==> src/rtl/wdt_pkg.sv <==
package wdt_pkg;

  localparam logic [7:0] WDT_KEY = 8'hAC;

  typedef struct packed {
    logic       run_en;
    logic [2:0] period_sel;
    logic [1:0] window_sel;
  } wdt_cfg_t;

  function automatic wdt_cfg_t decode_option(input logic [7:0] opt);
    wdt_cfg_t c;
    c.run_en     = opt[4];
    c.period_sel = opt[3:1];
    c.window_sel = opt[6:5];
    return c;
  endfunction

endpackage

==> src/rtl/wdt_cfg_latch.sv <==
module wdt_cfg_latch
  import wdt_pkg::*;
(
  input  logic       clk,
  input  logic       rst_n,
  input  logic [7:0] opt_i,
  output wdt_cfg_t   cfg_o,
  output logic       cfg_vld_o
);

  wdt_cfg_t cfg_q, cfg_d;
  logic     vld_q, vld_d;

  always_comb begin
    cfg_d = cfg_q;
    vld_d = vld_q;
    if (!vld_q) begin
      cfg_d = decode_option(opt_i);
      vld_d = 1'b1;
    end
  end

  always_ff @(posedge clk or negedge rst_n) begin
    if (!rst_n) begin
      cfg_q <= '0;
      vld_q <= 1'b0;
    end else begin
      cfg_q <= cfg_d;
      vld_q <= vld_d;
    end
  end

  assign cfg_o     = cfg_q;
  assign cfg_vld_o = vld_q;

  AST_CFG_FROZEN: assert property (@(posedge clk) disable iff (!rst_n)
    vld_q |=> (vld_q && $stable(cfg_q)));

endmodule

==> src/rtl/wdt_tick_counter.sv <==
module wdt_tick_counter #(
  parameter int CNT_W = 14
) (
  input  logic             clk,
  input  logic             rst_n,
  input  logic             run_i,
  input  logic             tick_i,
  input  logic             clr_i,
  input  logic [CNT_W-1:0] limit_i,
  output logic [CNT_W-1:0] cnt_o
);

  logic [CNT_W-1:0] cnt_q, cnt_d;

  always_comb begin
    cnt_d = cnt_q;
    if (clr_i) begin
      cnt_d = '0;
    end else if (run_i && tick_i) begin
      cnt_d = cnt_q + 1'b1;
    end
  end

  always_ff @(posedge clk or negedge rst_n) begin
    if (!rst_n) begin
      cnt_q <= '0;
    end else begin
      cnt_q <= cnt_d;
    end
  end

  assign cnt_o = cnt_q;

  AST_NO_OVERFLOW: assert property (@(posedge clk) disable iff (!rst_n)
    run_i |-> (cnt_q <= limit_i));

  AST_STOPPED_HOLDS: assert property (@(posedge clk) disable iff (!rst_n)
    (!run_i && !clr_i) |=> $stable(cnt_q));

endmodule

==> src/rtl/wdt_period_window.sv <==
module wdt_period_window
  import wdt_pkg::*;
#(
  parameter int BASE_EXP = 7,
  parameter int CNT_W    = BASE_EXP + 7
) (
  input  wdt_cfg_t         cfg_i,
  input  logic [CNT_W-1:0] cnt_i,
  output logic [CNT_W-1:0] limit_o,
  output logic             last_o,
  output logic             open_o
);

  localparam int N_PER = 8;

  logic [CNT_W-1:0] lim_tab [N_PER];

  for (genvar i = 0; i < N_PER; i++) begin : g_period
    localparam int EXP = BASE_EXP + i;
    assign lim_tab[i] = CNT_W'((64'd1 << EXP) - 64'd1);
  end

  logic [CNT_W-1:0] limit;
  logic [CNT_W-1:0] half_start;
  logic [CNT_W-1:0] quarter_start;

  assign limit         = lim_tab[cfg_i.period_sel];
  assign half_start    = (limit >> 1) + CNT_W'(1);
  assign quarter_start = (limit >> 2) + CNT_W'(1);

  always_comb begin
    case (cfg_i.window_sel)
      2'd0:    open_o = (cnt_i >= half_start);
      2'd1:    open_o = (cnt_i >= quarter_start);
      default: open_o = 1'b1;
    endcase
  end

  assign limit_o = limit;
  assign last_o  = (cnt_i == limit);

endmodule

==> src/rtl/wdt_service.sv <==
module wdt_service
  import wdt_pkg::*;
(
  input  logic       clk,
  input  logic       rst_n,
  input  logic       active_i,
  input  logic       wr_i,
  input  logic       bitop_i,
  input  logic [7:0] data_i,
  input  logic       tick_i,
  input  logic       last_i,
  input  logic       open_i,
  output logic       clr_o,
  output logic       armed_o,
  output logic       req_o
);

  logic armed_q, armed_d;
  logic req_q, req_d;
  logic fault, accept;

  always_comb begin
    fault  = 1'b0;
    accept = 1'b0;
    if (active_i) begin
      if (wr_i) begin
        if (bitop_i || (data_i != WDT_KEY)) begin
          fault = 1'b1;
        end else if (armed_q && !open_i) begin
          fault = 1'b1;
        end else begin
          accept = 1'b1;
        end
      end else if (tick_i && last_i) begin
        fault = 1'b1;
      end
    end
  end

  always_comb begin
    req_d   = fault;
    armed_d = armed_q;
    if (fault) begin
      armed_d = 1'b0;
    end else if (accept) begin
      armed_d = 1'b1;
    end
  end

  always_ff @(posedge clk or negedge rst_n) begin
    if (!rst_n) begin
      armed_q <= 1'b0;
      req_q   <= 1'b0;
    end else begin
      armed_q <= armed_d;
      req_q   <= req_d;
    end
  end

  assign clr_o   = fault | accept;
  assign armed_o = armed_q;
  assign req_o   = req_q;

  AST_REQ_DISARMS: assert property (@(posedge clk) disable iff (!rst_n)
    req_q |-> !armed_q);

endmodule

==> src/rtl/keyed_watchdog.sv <==
module keyed_watchdog
  import wdt_pkg::*;
#(
  parameter int BASE_EXP = 7
) (
  input  logic       clk,
  input  logic       rst_n,
  input  logic       tick_en,
  input  logic [7:0] option_byte,
  input  logic       key_wr,
  input  logic [7:0] key_data,
  input  logic       key_bitop,
  output logic       rst_req
);

  localparam int CNT_W = BASE_EXP + 7;

  wdt_cfg_t         cfg;
  logic             cfg_vld;
  logic             active;
  logic [CNT_W-1:0] cnt;
  logic [CNT_W-1:0] limit;
  logic             last_cnt;
  logic             win_open;
  logic             clr;
  logic             armed;

  wdt_cfg_latch u_cfg (
    .clk       (clk),
    .rst_n     (rst_n),
    .opt_i     (option_byte),
    .cfg_o     (cfg),
    .cfg_vld_o (cfg_vld)
  );

  assign active = cfg_vld & cfg.run_en;

  wdt_tick_counter #(.CNT_W(CNT_W)) u_cnt (
    .clk     (clk),
    .rst_n   (rst_n),
    .run_i   (active),
    .tick_i  (tick_en),
    .clr_i   (clr),
    .limit_i (limit),
    .cnt_o   (cnt)
  );

  wdt_period_window #(.BASE_EXP(BASE_EXP), .CNT_W(CNT_W)) u_win (
    .cfg_i   (cfg),
    .cnt_i   (cnt),
    .limit_o (limit),
    .last_o  (last_cnt),
    .open_o  (win_open)
  );

  wdt_service u_svc (
    .clk      (clk),
    .rst_n    (rst_n),
    .active_i (active),
    .wr_i     (key_wr),
    .bitop_i  (key_bitop),
    .data_i   (key_data),
    .tick_i   (tick_en),
    .last_i   (last_cnt),
    .open_i   (win_open),
    .clr_o    (clr),
    .armed_o  (armed),
    .req_o    (rst_req)
  );

  AST_DISABLED_QUIET: assert property (@(posedge clk) disable iff (!rst_n)
    (cfg_vld && !cfg.run_en) |-> !rst_req);

  AST_OVERFLOW_REQ: assert property (@(posedge clk) disable iff (!rst_n)
    (active && tick_en && last_cnt && !key_wr) |=> rst_req);

  AST_KEY_CLEARS: assert property (@(posedge clk) disable iff (!rst_n)
    (active && key_wr && !key_bitop && key_data == WDT_KEY && (win_open || !armed))
      |=> (cnt == '0 && !rst_req));

  AST_BAD_VALUE: assert property (@(posedge clk) disable iff (!rst_n)
    (active && key_wr && key_data != WDT_KEY) |=> rst_req);

  AST_BITOP_REQ: assert property (@(posedge clk) disable iff (!rst_n)
    (active && key_wr && key_bitop) |=> rst_req);

  AST_CLOSED_REQ: assert property (@(posedge clk) disable iff (!rst_n)
    (active && key_wr && armed && !win_open) |=> rst_req);

  AST_REQ_CLEARS: assert property (@(posedge clk) disable iff (!rst_n)
    rst_req |-> (cnt == '0));

endmodule

==> config.mk <==
export PLATFORM = sky130hd
export DESIGN_NAME = keyed_watchdog
export DESIGN_NICKNAME = d
export VERILOG_FILES = /design/src/rtl/wdt_pkg.sv /design/src/rtl/wdt_cfg_latch.sv /design/src/rtl/wdt_tick_counter.sv /design/src/rtl/wdt_period_window.sv /design/src/rtl/wdt_service.sv /design/src/rtl/keyed_watchdog.sv
export SDC_FILE = /design/constraint.sdc
export NUM_CORES = 1
export LEC_CHECK = 0
export BUFFER_PORTS_ARGS = -buffer_cell sky130_fd_sc_hd__buf_2
export CORE_MARGIN = 2
export CORE_UTILIZATION = 60
export CTS_BUF_LIST = sky130_fd_sc_hd__clkbuf_4
export DETAILED_ROUTE_END_ITERATION = 16
export PLACE_DENSITY_LB_ADDON = 0.1
export SYNTH_ARGS = -nofsm -noshare
export SYNTH_HDL_FRONTEND = slang
export SYNTH_SLANG_ARGS = --single-unit
==> constraint.sdc <==
create_clock -name clk -period 6.6 [get_ports clk]
set_input_delay 0.33 -clock clk [delete_from_list [all_inputs] [get_ports clk]]
set_output_delay 0.33 -clock clk [all_outputs]
set_load 0.05 [all_outputs]
==> results by group <==
Min path
  • HP Class: in2reg
  • WHS Path Cells: 2

Final layout
  • Fillers: 227
  • Layout cell share with drive strength beyond 1: 0.192
  • Synth-to-Final Area Change: 6.53%
  • Ant diodes: 0
  • Post-Route Utilization: 0.663
  • Final nets: 230

Global route
  • First-pass GRT wire length: 5380 µm
  • Met2 Resource Use GR: 0.317
  • Grt peak-use layer: met2
  • GR Util met3: 0.0295
  • Vias in the first global route: 1221
  • Gr usage total: 0.212
  • Largest net degree at the start of global routing: 24
  • Initial antenna violation count: 0
  • Met1 Resource Use GR: 0.294
  • GRT overflow: 0

Pwr
  • PwrDens: 168 nW/µm²
  • Max VDD drop: 0.000186 V
  • Leak: 0.000811 µW

Drt
  • Pre-Repair DR Iteration Count: 4
  • Vias per cell: 5.91
  • DRC Markers: 0
  • Wirelength per Cell: 14.3 µm
  • Final ANT Viol Nets: 0
  • Routed vias: 1324
  • DR iter-0 viols: 73
  • Total Wirelength: 3200 µm

Clock network
  • H-tree levels: 1
  • Sink Count: 23
  • Clock root buffer: clkbuf_4
  • Resized cells post-CTS: 0
  • Clock slew at reported path FFs: 0.12 ns
  • Clk buf depth: 2
  • CTS tree: yes
  • Num CTS Buffers: 3
  • Skew-Pair Late Insertion Delay: 0.31 ns

STA
  • Slew @ Worst Pin: 0.523 ns
  • Achievable Freq: 0.353 GHz
  • Slew HR: 0.652
  • Setup_tns: 0 ns
  • Max Slew Vio Count: 0
  • Min setup slack post-route: 3.77 ns
  • Minimum clock period: 2.83 ns
  • Clock skew: 0.00187 ns
  • Period utilization: 0.429
  • Unrepaired setup endpoints after global routing: false
  • Setup violators final: 0
  • Hold Vio Cnt, Final: 0

Logic synthesis
  • Average size of a mapped cell: 9.37 µm²
  • Top cells by count, synth: 23 x dfrtp_1, 23 x nor2_1, 17 x nand2_1
  • Cell Area, Synth: 1690 µm²
  • Post-synth ARST share: 1.00
  • Post-synth top area cell: dfrtp_1
  • Main flop type after synthesis: dfrtp_1
  • Mapped Nets: 216
  • Synth area leaders: dfrtp_1 34%, ha_1 11%, nor2_1 5.1%, xor2_1 4.2%, mux2_2 4.0%
  • Cell variety after synth: 46
  • #FFs+latches synth: 23
  • EDFF count, synth: 0
  • Sequential-to-total area share from yosys stat: 0.341
  • Synth Warn #: 0
  • Area share of the largest cell type after synthesis: 0.341
  • Synth Instances: 180

Placed design
  • Port Buffers: 19
  • Place WS: 3.82 ns
  • DP HPWL: 2400 µm
  • Gpl congestion: 0.745

Worst setup path
  • Worst R2R Path Depth: 8
  • Setup crit end kind: flip-flop
  • Arr. time, crit path: 3.05 ns
  • Worst reg-to-reg setup slack: 3.77 ns
  • Crit path max fanout: 18
  • Crit path required time: 6.82 ns
  • Class of the most critical setup path: reg2reg
  • Critical path launch point type: flip-flop

Die
  • Initial core utilization: 0.622
  • Die W: 57.0 µm
  • Die ar.: 3250 µm²
  • Core Rows: 19
  • Die Span Y: 57.0 µm
  • Ports: 22
  • Core area: 2710 µm²

Run
  • Max Cap Viol: 0

Status
  • Status: completed
==> per-stage QoR <==
stage                     hold slack, ns  total power [µW]  cells  area [µm²]
after global routing               0.241               321    224        1800
after CTS                          0.237               305    224        1800
after global placement             0.321               232    219        1760
after detailed placement           0.326               237    219        1760
after floorplan                   0.0344               220    180        1690
final                              0.241               303    224        1800
==> worst paths after layout <==
check,from,to
setup / recovery,u_cfg.cfg_o[4],u_svc.armed_o
hold / removal,option_byte[2],u_cfg.cfg_o[3]
setup reg to reg,u_cfg.cfg_o[4],u_svc.armed_o
hold reg to reg,u_cfg.cfg_o[0],u_cfg.cfg_o[0]
max in group asynchronous,rst_n,u_cnt.cnt_o[6]
min in group asynchronous,rst_n,u_cnt.cnt_o[5]
==> cells by family after synthesis <==
family,share of synthesized area
flip-flops,0.341
XOR/XNOR,0.0675
buffers and inverters,0.0534
adder cells (fa/ha/maj),0.117
AO/OA/AOI/OAI,0.137
other,0.00222
AND/OR/NAND/NOR,0.242
multiplexers,0.0401
==> layout by cell type, fill, tap and decap left out, types with 2 or more instances in the layout <==
cell type / Yosys / routed
nand2_1: 17 / 17
inv_1: 7 / 7
nand4_1: 2 / 2
clkbuf_4: 0 / 4
o211ai_1: 4 / 4
nor3_1: 3 / 3
xor2_1: 8 / 8
mux2_2: 6 / 6
a21oi_1: 5 / 5
and3_1: 7 / 7
dfrtp_1: 23 / 23
and2_1: 2 / 2
xnor2_1: 5 / 5
nor2b_1: 2 / 2
nand3_1: 5 / 5
a311o_1: 2 / 2
buf_2: 3 / 19
a211oi_1: 2 / 2
nor2_1: 23 / 23
nor4b_1: 2 / 2
a31oi_1: 2 / 2
o21ai_0: 4 / 4
nor4_1: 2 / 2
nand3b_1: 2 / 2
ha_1: 15 / 15
==> power by group <==
part	total [µW]	switching, µW	internal, µW
combinational	65.4	32.9	32.5
clock	68.2	40.5	27.7
sequential	169	17.3	152
total	303	90.7	212
==> routing by layer <==
layer	part of all wire	routed length [µm]
met3	0.026	84
met1	0.44	1420
met2	0.51	1640
met4	0.015	49
met5	0	0
==> area by class of cell <==
class,instances,area (µm²),area share
well taps,31,38.8,0.0216
clock buffers,4,30.0,0.0167
inverters,7,26.3,0.0146
multi-input cells,139,1020,0.568
flip-flops and latches,23,576,0.320
repair buffers,20,105,0.0585
==> registers in the layout, indices dropped and copies added, names as in the netlist <==
name	flops
u_cnt.cnt_o	14
u_svc.armed_o	1
u_cfg.cfg_o	6
u_svc.req_o	1
u_cfg.cfg_vld_o	1
==> worst max-delay path, cell delays in order (launching register included) <==
cell and delay (ns):
dfrtp_1 0.59, or3_4 0.51, ha_1 0.29, o211ai_1 0.15, nand2_1 0.08, maj3_1 0.35
a311o_1 0.38, and3_1 0.20, a2bb2o_4 0.19
==> timing repair <==
item | in CTS | in global routing
hold buffers | 1 | 0
endpoints found under the hold margin | 23 | 0
setup endpoints to repair | 0 | 0
buffers inserted | 0 | 0
No activity file was read; power rests on OpenSTA's default activity.
